===== config.mk =====
export PLATFORM = sky130hd
export DESIGN_NAME = qdac_serial_front
export DESIGN_NICKNAME = d
export VERILOG_FILES = /design/src/rtl/qdsr_pkg.sv /design/src/rtl/qdsr_sync.sv /design/src/rtl/qdsr_shifter.sv /design/src/rtl/qdsr_bank.sv /design/src/rtl/qdac_serial_front.sv
export SDC_FILE = /design/constraint.sdc
export NUM_CORES = 1
export LEC_CHECK = 0
export BUFFER_PORTS_ARGS = -buffer_cell sky130_fd_sc_hd__buf_4
export CAP_MARGIN = 25
export CELL_PAD_IN_SITES_DETAIL_PLACEMENT = 0
export CELL_PAD_IN_SITES_GLOBAL_PLACEMENT = 1
export CORE_ASPECT_RATIO = 1.75
export CORE_MARGIN = 3
export CORE_UTILIZATION = 46
export CTS_BUF_LIST = sky130_fd_sc_hd__clkbuf_4 sky130_fd_sc_hd__clkbuf_8
export DETAILED_ROUTE_END_ITERATION = 12
export GPL_ROUTABILITY_DRIVEN = 0
export PLACE_DENSITY = 0.84
export SYNTH_ARGS = -nofsm -noshare
export SYNTH_HDL_FRONTEND = slang
export SYNTH_HIERARCHICAL = 1
export SYNTH_SLANG_ARGS = --single-unit

===== constraint.sdc =====
create_clock -name clk -period 1.8 [get_ports clk]
set_input_delay 0.27 -clock clk [delete_from_list [all_inputs] [get_ports clk]]
set_output_delay 0.27 -clock clk [all_outputs]
set_load 0.05 [all_outputs]

===== src/rtl/qdsr_pkg.sv =====
package qdsr_pkg;

   // Pin bundle carried through the synchronizer.
   typedef struct packed {
      logic clr_mid;
      logic clrn;
      logic ldn;
      logic sdin;
      logic csn;
      logic sclk;
   } pins_t;

   // Idle levels of the pins while reset is applied.
   localparam pins_t PINS_IDLE = '{clr_mid: 1'b0, clrn: 1'b1, ldn: 1'b1,
                                   sdin: 1'b0, csn: 1'b1, sclk: 1'b1};

   // Clear level as a 32-bit value. Callers truncate it to their data width.
   function automatic logic [31:0] clear_level(input logic mid, input int unsigned width);
      return mid ? (32'd1 << (width - 1)) : 32'd0;
   endfunction

endpackage


===== src/rtl/qdsr_sync.sv =====
module qdsr_sync #(
   parameter int unsigned        W       = 6,
   parameter int unsigned        STAGES  = 2,
   parameter logic [W-1:0]       RST_VAL = '0
) (
   input  logic         clk,
   input  logic         rst_n,
   input  logic [W-1:0] d_i,
   output logic [W-1:0] q_o
);

   if (STAGES < 2) begin : g_bad_stages
      $error("qdsr_sync: STAGES must be at least 2");
   end

   logic [STAGES-1:0][W-1:0] chain;

   for (genvar s = 0; s < STAGES; s++) begin : g_stage
      if (s == 0) begin : g_first
         always_ff @(posedge clk or negedge rst_n) begin
            if (!rst_n) chain[0] <= RST_VAL;
            else        chain[0] <= d_i;
         end
      end else begin : g_next
         always_ff @(posedge clk or negedge rst_n) begin
            if (!rst_n) chain[s] <= RST_VAL;
            else        chain[s] <= chain[s-1];
         end
      end
   end

   assign q_o = chain[STAGES-1];

endmodule


===== src/rtl/qdsr_shifter.sv =====
module qdsr_shifter #(
   parameter int unsigned WORD_W = 16,
   parameter int unsigned ADDR_W = 2,
   parameter int unsigned DATA_W = 12
) (
   input  logic              clk,
   input  logic              rst_n,
   input  logic              sclk_s,
   input  logic              csn_s,
   input  logic              sdin_s,
   output logic [ADDR_W-1:0] addr_o,
   output logic [DATA_W-1:0] data_o
);

   if (WORD_W < ADDR_W + DATA_W) begin : g_bad_word
      $error("qdsr_shifter: WORD_W too small for address and data");
   end

   logic [WORD_W-1:0] sr;
   logic              eff_now;
   logic              eff_q;
   logic              shift_en;

   // The shift clock is the OR of select and serial clock.
   assign eff_now  = sclk_s | csn_s;
   assign shift_en = eff_now & ~eff_q;

   always_ff @(posedge clk or negedge rst_n) begin
      if (!rst_n) eff_q <= 1'b1;
      else        eff_q <= eff_now;
   end

   always_ff @(posedge clk or negedge rst_n) begin
      if (!rst_n)        sr <= '0;
      else if (shift_en) sr <= {sr[WORD_W-2:0], sdin_s};
   end

   assign addr_o = sr[WORD_W-1 -: ADDR_W];
   assign data_o = sr[DATA_W-1:0];

   // a shift moves the word up one place and takes the data bit in at the LSB
   assert_shift_msb_first_R2: assert property (@(posedge clk) disable iff (!rst_n)
      shift_en |=> (sr[0] == $past(sdin_s)) && (sr[WORD_W-1:1] == $past(sr[WORD_W-2:0])));

   // with select held high, the register cannot change
   assert_cs_high_no_shift_R10: assert property (@(posedge clk) disable iff (!rst_n)
      (csn_s && eff_q) |=> $stable(sr));

endmodule


===== src/rtl/qdsr_bank.sv =====
module qdsr_bank #(
   parameter int unsigned ADDR_W = 2,
   parameter int unsigned DATA_W = 12,
   localparam int unsigned NUM_CH = 1 << ADDR_W
) (
   input  logic                           clk,
   input  logic                           rst_n,
   input  logic [ADDR_W-1:0]              addr_i,
   input  logic [DATA_W-1:0]              data_i,
   input  logic                           ldn_s,
   input  logic                           clrn_s,
   input  logic                           clr_mid_s,
   output logic [NUM_CH-1:0][DATA_W-1:0]  ch_o
);

   import qdsr_pkg::*;

   if (DATA_W < 2 || DATA_W > 32) begin : g_bad_data
      $error("qdsr_bank: DATA_W out of range");
   end

   localparam logic [DATA_W-1:0] MID_CODE = DATA_W'(clear_level(1'b1, DATA_W));

   logic [DATA_W-1:0] clr_code;
   logic [NUM_CH-1:0] wr_en;

   assign clr_code = DATA_W'(clear_level(clr_mid_s, DATA_W));

   for (genvar c = 0; c < NUM_CH; c++) begin : g_ch
      assign wr_en[c] = clrn_s & ~ldn_s & (addr_i == ADDR_W'(c));

      always_ff @(posedge clk or negedge rst_n) begin
         if (!rst_n)          ch_o[c] <= '0;
         else if (!clrn_s)    ch_o[c] <= clr_code;
         else if (wr_en[c])   ch_o[c] <= data_i;
      end

      // a clear writes the level chosen by the select input
      assert_clear_level_R6: assert property (@(posedge clk) disable iff (!rst_n)
         !clrn_s |=> (ch_o[c] == ($past(clr_mid_s) ? MID_CODE : '0)));

      // without clear and without a load of this channel, the value holds
      assert_hold_no_load_R7: assert property (@(posedge clk) disable iff (!rst_n)
         (clrn_s && (ldn_s || addr_i != ADDR_W'(c))) |=> $stable(ch_o[c]));

      // an active load of this channel copies the current data field
      assert_track_load_R5: assert property (@(posedge clk) disable iff (!rst_n)
         (clrn_s && !ldn_s && addr_i == ADDR_W'(c)) |=> (ch_o[c] == $past(data_i)));
   end

   // at most one channel is written at a time
   assert_one_channel_R3: assert property (@(posedge clk) disable iff (!rst_n)
      $onehot0(wr_en));

   // with clear low, no channel is written from the data field
   assert_clear_wins_R9: assert property (@(posedge clk) disable iff (!rst_n)
      !clrn_s |-> (wr_en == '0));

endmodule


===== src/rtl/qdac_serial_front.sv =====
module qdac_serial_front #(
   parameter int unsigned DATA_W        = 12,
   parameter int unsigned ADDR_W        = 2,
   parameter int unsigned PAD_W         = 2,
   parameter int unsigned SYNC_STAGES   = 2,
   parameter bit          ASYNC_CLR_OUT = 1'b1
) (
   input  logic              clk,
   input  logic              rst_n,
   input  logic              sclk_i,
   input  logic              csn_i,
   input  logic              sdin_i,
   input  logic              ldn_i,
   input  logic              clrn_i,
   input  logic              clr_mid_i,
   output logic [DATA_W-1:0] dac_a_o,
   output logic [DATA_W-1:0] dac_b_o,
   output logic [DATA_W-1:0] dac_c_o,
   output logic [DATA_W-1:0] dac_d_o
);

   import qdsr_pkg::*;

   localparam int unsigned WORD_W = ADDR_W + PAD_W + DATA_W;
   localparam int unsigned NUM_CH = 1 << ADDR_W;
   localparam int unsigned PIN_W  = $bits(pins_t);

   if (ADDR_W != 2) begin : g_bad_addr
      $error("qdac_serial_front: four output ports need ADDR_W of 2");
   end

   pins_t raw_pins;
   pins_t syn_pins;

   assign raw_pins = '{clr_mid: clr_mid_i, clrn: clrn_i, ldn: ldn_i,
                       sdin: sdin_i, csn: csn_i, sclk: sclk_i};

   qdsr_sync #(
      .W       (PIN_W),
      .STAGES  (SYNC_STAGES),
      .RST_VAL (PINS_IDLE)
   ) u_sync (
      .clk   (clk),
      .rst_n (rst_n),
      .d_i   (raw_pins),
      .q_o   (syn_pins)
   );

   logic [ADDR_W-1:0] word_addr;
   logic [DATA_W-1:0] word_data;

   qdsr_shifter #(
      .WORD_W (WORD_W),
      .ADDR_W (ADDR_W),
      .DATA_W (DATA_W)
   ) u_shift (
      .clk    (clk),
      .rst_n  (rst_n),
      .sclk_s (syn_pins.sclk),
      .csn_s  (syn_pins.csn),
      .sdin_s (syn_pins.sdin),
      .addr_o (word_addr),
      .data_o (word_data)
   );

   logic [NUM_CH-1:0][DATA_W-1:0] ch_q;

   qdsr_bank #(
      .ADDR_W (ADDR_W),
      .DATA_W (DATA_W)
   ) u_bank (
      .clk       (clk),
      .rst_n     (rst_n),
      .addr_i    (word_addr),
      .data_i    (word_data),
      .ldn_s     (syn_pins.ldn),
      .clrn_s    (syn_pins.clrn),
      .clr_mid_s (syn_pins.clr_mid),
      .ch_o      (ch_q)
   );

   logic [NUM_CH-1:0][DATA_W-1:0] ch_out;

   if (ASYNC_CLR_OUT) begin : g_async_clr
      logic [DATA_W-1:0] pin_level;
      assign pin_level = DATA_W'(clear_level(clr_mid_i, DATA_W));
      for (genvar c = 0; c < NUM_CH; c++) begin : g_ovr
         assign ch_out[c] = clrn_i ? ch_q[c] : pin_level;
      end
   end else begin : g_sync_clr
      assign ch_out = ch_q;
   end

   assign dac_a_o = ch_out[0];
   assign dac_b_o = ch_out[1];
   assign dac_c_o = ch_out[2];
   assign dac_d_o = ch_out[3];

endmodule


Yosys cells after proc, flatten, opt, wreduce, memory -nomap -nowiden
Index checks and enable logic that the tools add are counted.
Widths: inputs -> output; s select.

operators by class
  equal/unequal tests = 7
  mux-type cells = 14
  bitwise gates (word level) = 9
  reductions and logical operators = 1

operators with widths
  operator            number
  $mux 12             14
  $ne 2x1->1 const B  4
  $and 1x1->1         6
  $eq 2x2->1 const B  2
  $eq 2x1->1 const B  1
  $logic_not 2->1     1
  $not 1->1           2
  $or 1x1->1          1

storage, ports and cells
  flip-flop bits (word level) = 77
  input bits = 8
  word-level logic and storage cells = 39

Longest topological paths before layout
Gate-level depths: netlist of the first run.

  depth in word-level cells = 5
  gate-level depth with buffers = 5
  gate-level depth less buffers = 3

By module
Netlist of the first run, hierarchy kept.

modules (own cells, without submodules)
  module             times used  cells each  area each (um2)  sequential area each (um2)
  qdsr_bank          1           214         2,049.5          1,201.2
  qdsr_shifter       1           50          794.5            426.7
  qdac_serial_front  1           53          379.1            0.0
  qdsr_sync          1           18          355.3            310.3

Least setup slack after synthesis of the first run
No wires, ideal clock.

  path type = reg-to-reg
  start = reg u_shift.sr[14]
  end = reg u_bank/ch_o[35] (netlist name)
  library setup time = 0.138 ns
  arrival time = 1.183 ns
  data required time = 1.662 ns
  path slack = 0.479 ns
  stages on the path, launching flop included = 6
  clock period less this slack = 1.321 ns
  cells stage by stage = dfrtp_1 -> buf_4 -> or3b_1 -> buf_2 -> nand2_1 -> a31oi_1

on the way
  longest elaborated chain between the ends = 3

ends and longest elaborated chain
  what                            RTL line            text
  start: declaration              qdsr_shifter.sv:19  logic [WORD_W-1:0] sr;
  start signal: assignment        qdsr_shifter.sv:35  else if (shift_en) sr <= {sr[WORD_W-2:0], sdin_s};
  $eq 2x2->1                      qdsr_bank.sv:30     assign wr_en[c] = clrn_s & ~ldn_s & (addr_i == ADDR_W'(c));
  $and 1x1->1                     qdsr_bank.sv:30
  $ne 2x1->1 (no line)            -
  end signal: indexed assignment  qdsr_bank.sv:34     else if (!clrn_s) ch_o[c] <= clr_code;
  end signal: indexed assignment  qdsr_bank.sv:35     else if (wr_en[c]) ch_o[c] <= data_i;
  end: declaration                qdsr_bank.sv:13     output logic [NUM_CH-1:0][DATA_W-1:0] ch_o

No other way between the ends.
A chain may end at the register's enable or synchronous reset.

Final worst setup path of the first run
  start = reg u_bank/ch_o[11] (netlist name)
  end = out dac_a_o[11]

on the way
  longest elaborated chain between the ends = 1

ends and longest elaborated chain
  what              RTL line                 text
  $mux 12           qdac_serial_front.sv:88  assign ch_out[c] = clrn_i ? ch_q[c] : pin_level;
  end: declaration  qdac_serial_front.sv:16  output logic [DATA_W-1:0] dac_a_o,

No other way between the ends.

==> results by group, run 1 <==
STA
  • Slew Viols, Final: 0
  • Fmax: 680 MHz
  • Max_slew headroom: about 58%
  • RSZ-0062 raised after global routing: false
  • Hold WS: 0.0341 ns
  • Crit share post-route: 81.7%
  • Worst-margin pin slew: approximately 0.62 ns
  • Max Clock Skew: 0.00706 ns
  • Final setup violation count: 0
  • Post-layout min period: 1.47 ns
  • Setup TNS: 0 ns
  • Final Hold Vio Count: 0

Global route
  • Antenna violations before repair: 0
  • Grt ovf: 0
  • Largest net degree at the start of global routing: 50
  • Number of global-route vias before repair: 2,301
  • First-pass GRT wire length: ~12,000 um
  • Total global-route track usage: between 15 and 20%

CTS
  • CTS Root Cell: clkbuf_8
  • H-Tree Depth: 3
  • Clock-pin slew on the worst setup and hold paths: around 0.07 ns
  • CTS tree: done
  • Clk_lat worst skew: 0.34 ns
  • Maximum clock path buffer count: 2
  • CTS Buf Count: 9
  • Post-CTS Setup Bufs: 0
  • CTS sink cnt: just under 80

Finish
  • Most common cell after layout, fill and taps aside: nand2_1
  • Share of cells above drive strength 1: 29.6%
  • Area Growth Syn to Fin: 14.5%
  • Fillers: 679
  • Number of diodes: 0
  • Commonest cells after routing, fill and taps aside: nand2_1, dfrtp_1, buf_4, and2_1, a21boi_0
  • # nets final: 378

Logic synthesis
  • Synth cell types: 23
  • Cells after Synth: approximately 340
  • Main synth FF type: dfrtp_1
  • Yosys reg bits: between 70 and 80
  • Syn Nets: 343
  • Post-synth EDFFs: 0
  • Register area share after synthesis: between 50% and 60%
  • Mapped Avg Cell Area: roughly 11 um^2
  • Synthesis warning total: 6
  • Ys async rst share: 100%
  • Post-Syn Area: 3580 um^2

Power and ir drop
  • Power, Total: 4.09 mW
  • Clock group share of total power: ~29%
  • NetSw: 1.19 mW
  • Switching share of power: a little under 30%
  • Worst vdd rail ir drop: between 0.5 and 0.6 mV
  • Leak Pwr: 1.92 nW
  • Internal cell power: about 2.9 mW
  • Logic pwr share: 16.0%
  • Pwr Density: 999 nW/um^2
  • Reg power frac: 55.3%

Outcome
  • Status: finished clean

Routing
  • Vias: 2,307
  • Routed Antenna Nets: 0
  • Initial DRC count: 135
  • DRC violations left: 0
  • Drt pass-1 iters: 4
  • Total Routed Length: ~7000 um
  • Drt wl/cell: 15.0 um
  • DR vias/cell: 5.00

Critical path
  • Maximum fanout along the worst path: 2
  • Worst path required time: 1.53 ns
  • Startpoint Class: register
  • CP max stage delay: between 0.4 and 0.5 ns
  • Critical Path AT: between 1 and 1.5 ns
  • Max stage delay cell, worst path: dfrtp_1
  • CP cell instances: mux2_4 -> buf_4
  • Setup CP Type: reg -> out
  • Crit. End Element: output pin

Flow run
  • Max-cap violation count: 0

Floorplan
  • Die W: 72.7 um
  • # rows: 41
  • Die Ht: 123 um
  • Core Box Area: 7390 um^2
  • Initial core utilization: 48.4%
  • Die area: 8910 um^2
  • I/O pin cnt: 56

Hold path
  • Worst min-delay path class: in -> reg

Placed design
  • Post-DP HPWL: a little under 5000 um
  • Port Buffers: 55
-- routing by layer --
metal / track usage [%] / vias up / routed length [um]
li1: - / 1126 / -
met5: 0 / - / 0
met2: 28.9 / 42 / 3710
met1: 21.3 / 1130 / 2860
met4: 6.81 / 0 / 104
met3: 3.69 / 9 / 249
-- power by group through the flow --
stage	registers (mW)	logic, mW	clock network (mW)
finish	2.26	0.656	1.17
global route	2.30	0.716	1.30
CTS	2.26	0.665	1.22
detailed placement	2.29	0.662	0
global placement	2.29	0.646	0
floorplan	2.07	0.758	0
-- worst paths after layout --
kind                                              from                     endpoint  slack [ns]  cells past startpoint
min in group asynchronous                        rst_n    u_shift/sr[8]$_DFFE_PN0P_        0.38                      2
max                        u_bank/ch_o[11]$_DFFE_PN0P_                  dac_a_o[11]        0.33                      2
max reg2reg                 u_shift/sr[14]$_DFFE_PN0P_  u_bank/ch_o[23]$_DFFE_PN0P_        0.36                      3
max in group asynchronous                        rst_n      u_sync/q_o[3]$_DFF_PN1_        0.80                      3
min                                              csn_i    u_sync/chain[1]$_DFF_PN1_        0.03                      1
min reg2reg                  u_sync/chain[2]$_DFF_PN0_      u_sync/q_o[2]$_DFF_PN0_        0.35                      0
-- through the flow --
step                worst slack, ns  cell area, um^2  cells  utilization (%)
finish                        0.330             4100    461             55.5
global route                  0.196             4100    461             55.5
CTS                           0.311             4100    461             55.5
detailed placement            0.369             3900    444             52.8
global placement              0.390             3900    444             52.8
floorplan                     0.479             3580    335                -
-- logic make-up after synthesis --
| kind of cell | synth area share, % |
|---|---|
| AO/OA/AOI/OAI | 10.5 |
| flip-flops | 54.2 |
| multiplexers | 7.76 |
| AND/OR/NAND/NOR | 20.0 |
| buffers and inverters | 7.62 |
-- cells in the mapped netlist (4+ instances only) --
| cell type | n | area share [%] |
|---|---|---|
| a31oi_1 | 4 | 0.70 |
| dfstp_2 | 9 | 6.6 |
| clkbuf_1 | 5 | 0.52 |
| mux2_2 | 6 | 1.9 |
| buf_4 | 20 | 4.2 |
| a21boi_1 | 5 | 1.0 |
| buf_2 | 10 | 1.4 |
| nand2_1 | 96 | 10 |
| a21boi_0 | 39 | 8.2 |
| mux2_4 | 14 | 5.9 |
| and2_1 | 44 | 7.7 |
| dfrtp_1 | 68 | 48 |
-- final cells by class --
type | count | area (um^2) | area share (%)
repair buffers | 63 | 500 | 12.2
well taps | 86 | 108 | 2.63
multi-input cells | 219 | 1370 | 33.4
flip-flops and latches | 77 | 1940 | 47.3
clock buffers | 16 | 183 | 4.46
-- repair_timing --
| action | in CTS | in global routing |
|---|---|---|
| hold endpoints to repair | 19 | 0 |
| endpoints found under the setup margin | 0 | 0 |
| gates resized for setup | 0 | 0 |
| hold buffers | 1 | 0 |
-- state kept, by name, summed over array words and instances (netlist names) --
register,flops
u_bank/ch_o,48
u_shift/sr,16
u_shift/eff_q,1
u_sync/q_o,6
u_sync/chain,6
-- worst max-delay path: cells and delay by family (launching register included) --
family,cells,cell delay (ns)
buffers and inverters,1,0.19
DFF,1,0.41
muxes,1,0.26
(Power assumes the default switching activity.)
==> inputs of run 2 (changes only) <==
- CORE_UTILIZATION: 46 -> 41
- PLACE_DENSITY: 0.84 -> 0.79
- clock period: 1.8 -> 1.2 ns (I/O delays scaled with it)
==> run 2 against run 1 <==
  * The run now ends with negative setup slack left
  * Register-to-register slack worse by 0.51 ns
  * Clock skew increased by 0.00087 ns
  * Final cell count is 21% higher
  * Largest cell class unchanged
==> results by group, run 2 (synthesis gave the netlist of run 1 again) <==
CTS
  • CTS Buf Count: 9
  • CTS sink cnt: 77
  • Maximum clock path buffer count: 2
  • H-Tree Depth: 3
  • CTS Root Cell: clkbuf_8
  • Clk_lat worst skew: 0.36 ns
  • CTS tree: done
  • Clock-pin slew on the worst setup and hold paths: ~0.080 ns

Floorplan
  • Initial core utilization: 42.5%
  • # rows: 44
  • Die W: 76.6 um
  • I/O pin cnt: 56
  • Die area: 9930 um^2
  • Core Box Area: between 8000 and 9000 um^2
  • Die Ht: 130 um

Outcome
  • Status: finished with violations
  • Failing checks: negative setup slack

Critical path
  • Crit. End Element: output pin
  • Setup CP Type: reg -> out
  • Critical Path AT: 1.18 ns
  • Startpoint Class: register
  • Maximum fanout along the worst path: 2
  • Worst path required time: 1.02 ns
  • R2R setup slack: -0.15 ns

Finish
  • Multi-input gate area: 1730 um^2
  • Commonest cells after routing, fill and taps aside: dfrtp_1, nand2_1, buf_6, buf_4, and2_4
  • Final Util: between 60% and 70%
  • Area Growth Syn to Fin: 49.8%
  • Max reg flops: 48
  • Biggest regs: u_bank/ch_o x48, u_shift/sr x16
  • Fillers: 670
  • Most common cell after layout, fill and taps aside: dfrtp_1
  • # nets final: 445
  • Biggest register: u_bank/ch_o
  • Number of diodes: 0
  • Sequential cell area: 1940 um^2
  • Share of cells above drive strength 1: 61.1%

Hold path
  • Worst min-delay path class: in -> reg

Routing
  • Drt pass-1 iters: 4
  • DRC violations left: 0
  • Routed Antenna Nets: 0
  • DR vias/cell: 4.81
  • Initial DRC count: 170
  • Drt wl/cell: 16.0 um
  • Vias: 2,678
  • Total Routed Length: 8910 um

Global route
  • First-pass GRT wire length: 13,900 um
  • Number of global-route vias before repair: 2,694
  • Largest net degree at the start of global routing: 29
  • Total global-route track usage: 18.2%
  • Antenna violations before repair: 0
  • Grt ovf: 0

Power and ir drop
  • Pwr Density: 1310 nW/um^2
  • Worst vdd rail ir drop: 0.963 mV
  • Power, Total: about 7.0 mW
  • Leak Pwr: 2.49 nW
  • Switching share of power: between 30% and 40%
  • Clock group share of total power: 29.6%
  • Logic pwr share: approximately a fifth
  • NetSw: 2.13 mW
  • Reg power frac: approximately 50%
  • Internal cell power: 4.89 mW

STA
  • Setup TNS: -6.25 ns
  • Final Hold Vio Count: 0
  • Max Clock Skew: 0.00793 ns
  • Post-layout min period: 1.36 ns
  • Crit share post-route: 113%
  • RSZ-0062 raised after global routing: true
  • Final setup violation count: around 110
  • Max_slew headroom: 74.2%
  • Fmax: roughly 740 MHz
  • Worst Slack Setup Final: -0.156 ns
  • Worst-margin pin slew: 0.387 ns
  • Slew Viols, Final: 0

Flow run
  • Max-cap violation count: 0

Placed design
  • Post-DP HPWL: 5010 um
  • Port Buffers: 55
run 2: cell count changes in the layout (fill, tap and decap cells not counted), sizes merged:
cell         change
bufinv           +1
buf             +58
or3              +1
and3b            +1
clkinv           +1
clkbuf           -3
or3b             +2
clkinvlp         +1
dlygate4sd3      +5
run 2: timing repair:
action / in CTS / in global routing
endpoints found under the hold margin: 21 / 0
hold buffers: 6 / 0
gates resized for setup: 151 / 68
setup buffers: 28 / 23
gates cloned: 8 / 1
endpoints found under the setup margin: 112 / 112
pin swaps: 39 / 40
run 2: cell type report:
type / instances / area share, %
clock inverter: 3 / 0.794
clock buffer: 13 / 3.22
timing repair buffer: 126 / 24.8
multi-input combinational: 223 / 32.3
tap: 115 / 2.68
sequential: 77 / 36.2
run 2: critical path: stages, from the launching register on:
cell and delay (ns):
dfrtp_1 0.40, mux2_4 0.27, buf_6 0.15
run 2: per-layer routing:
| metal | track usage [%] | part of all wire (%) | vias to the layer above |
|---|---|---|---|
| met5 | 0 | 0 | - |
| met4 | 8.64 | 2.2 | 0 |
| met3 | 3.55 | 4.1 | 14 |
| met2 | 32.6 | 54 | 56 |
| met1 | 20.8 | 39 | 1334 |
| li1 | - | - | 1274 |
run 2: power groups by stage:
stage | Clock (mW) | Sequential [mW] | Combinational [mW]
finish | 2.08 | 3.49 | 1.45
global route | 2.20 | 3.51 | 1.55
CTS | 2.10 | 3.45 | 1.34
detailed placement | 0 | 3.50 | 1.03
global placement | 0 | 3.49 | 1.00
floorplan | 0 | 3.10 | 1.17
run 2: path summary, 6_finish.rpt:
path / start / to / cells after the start
worst max-delay path: u_bank/ch_o[23]$_DFFE_PN0P_ / dac_b_o[11] / 2
worst min-delay path: clrn_i / u_sync/chain[4]$_DFF_PN1_ / 1
worst max register to register: u_shift/sr[15]$_DFFE_PN0P_ / u_bank/ch_o[30]$_DFFE_PN0P_ / 5
worst min register to register: u_sync/chain[3]$_DFF_PN1_ / u_sync/q_o[3]$_DFF_PN1_ / 0
max in group asynchronous: rst_n / u_bank/ch_o[38]$_DFFE_PN0P_ / 3
min in group asynchronous: rst_n / u_bank/ch_o[24]$_DFFE_PN0P_ / 2
run 2: through the flow:
stage | instance area, um^2 | worst slack, ns | hold WS (ns) | cells
after floorplan | 3630 | -0.0750 | -0.116 | 335
after global placement | 4030 | -0.140 | 0.127 | 478
after detailed placement | 4030 | -0.170 | 0.132 | 478
after CTS | 5020 | -0.152 | 0.0157 | 536
after global routing | 5360 | -0.183 | 0.0102 | 557
final | 5360 | -0.156 | 0.0170 | 557
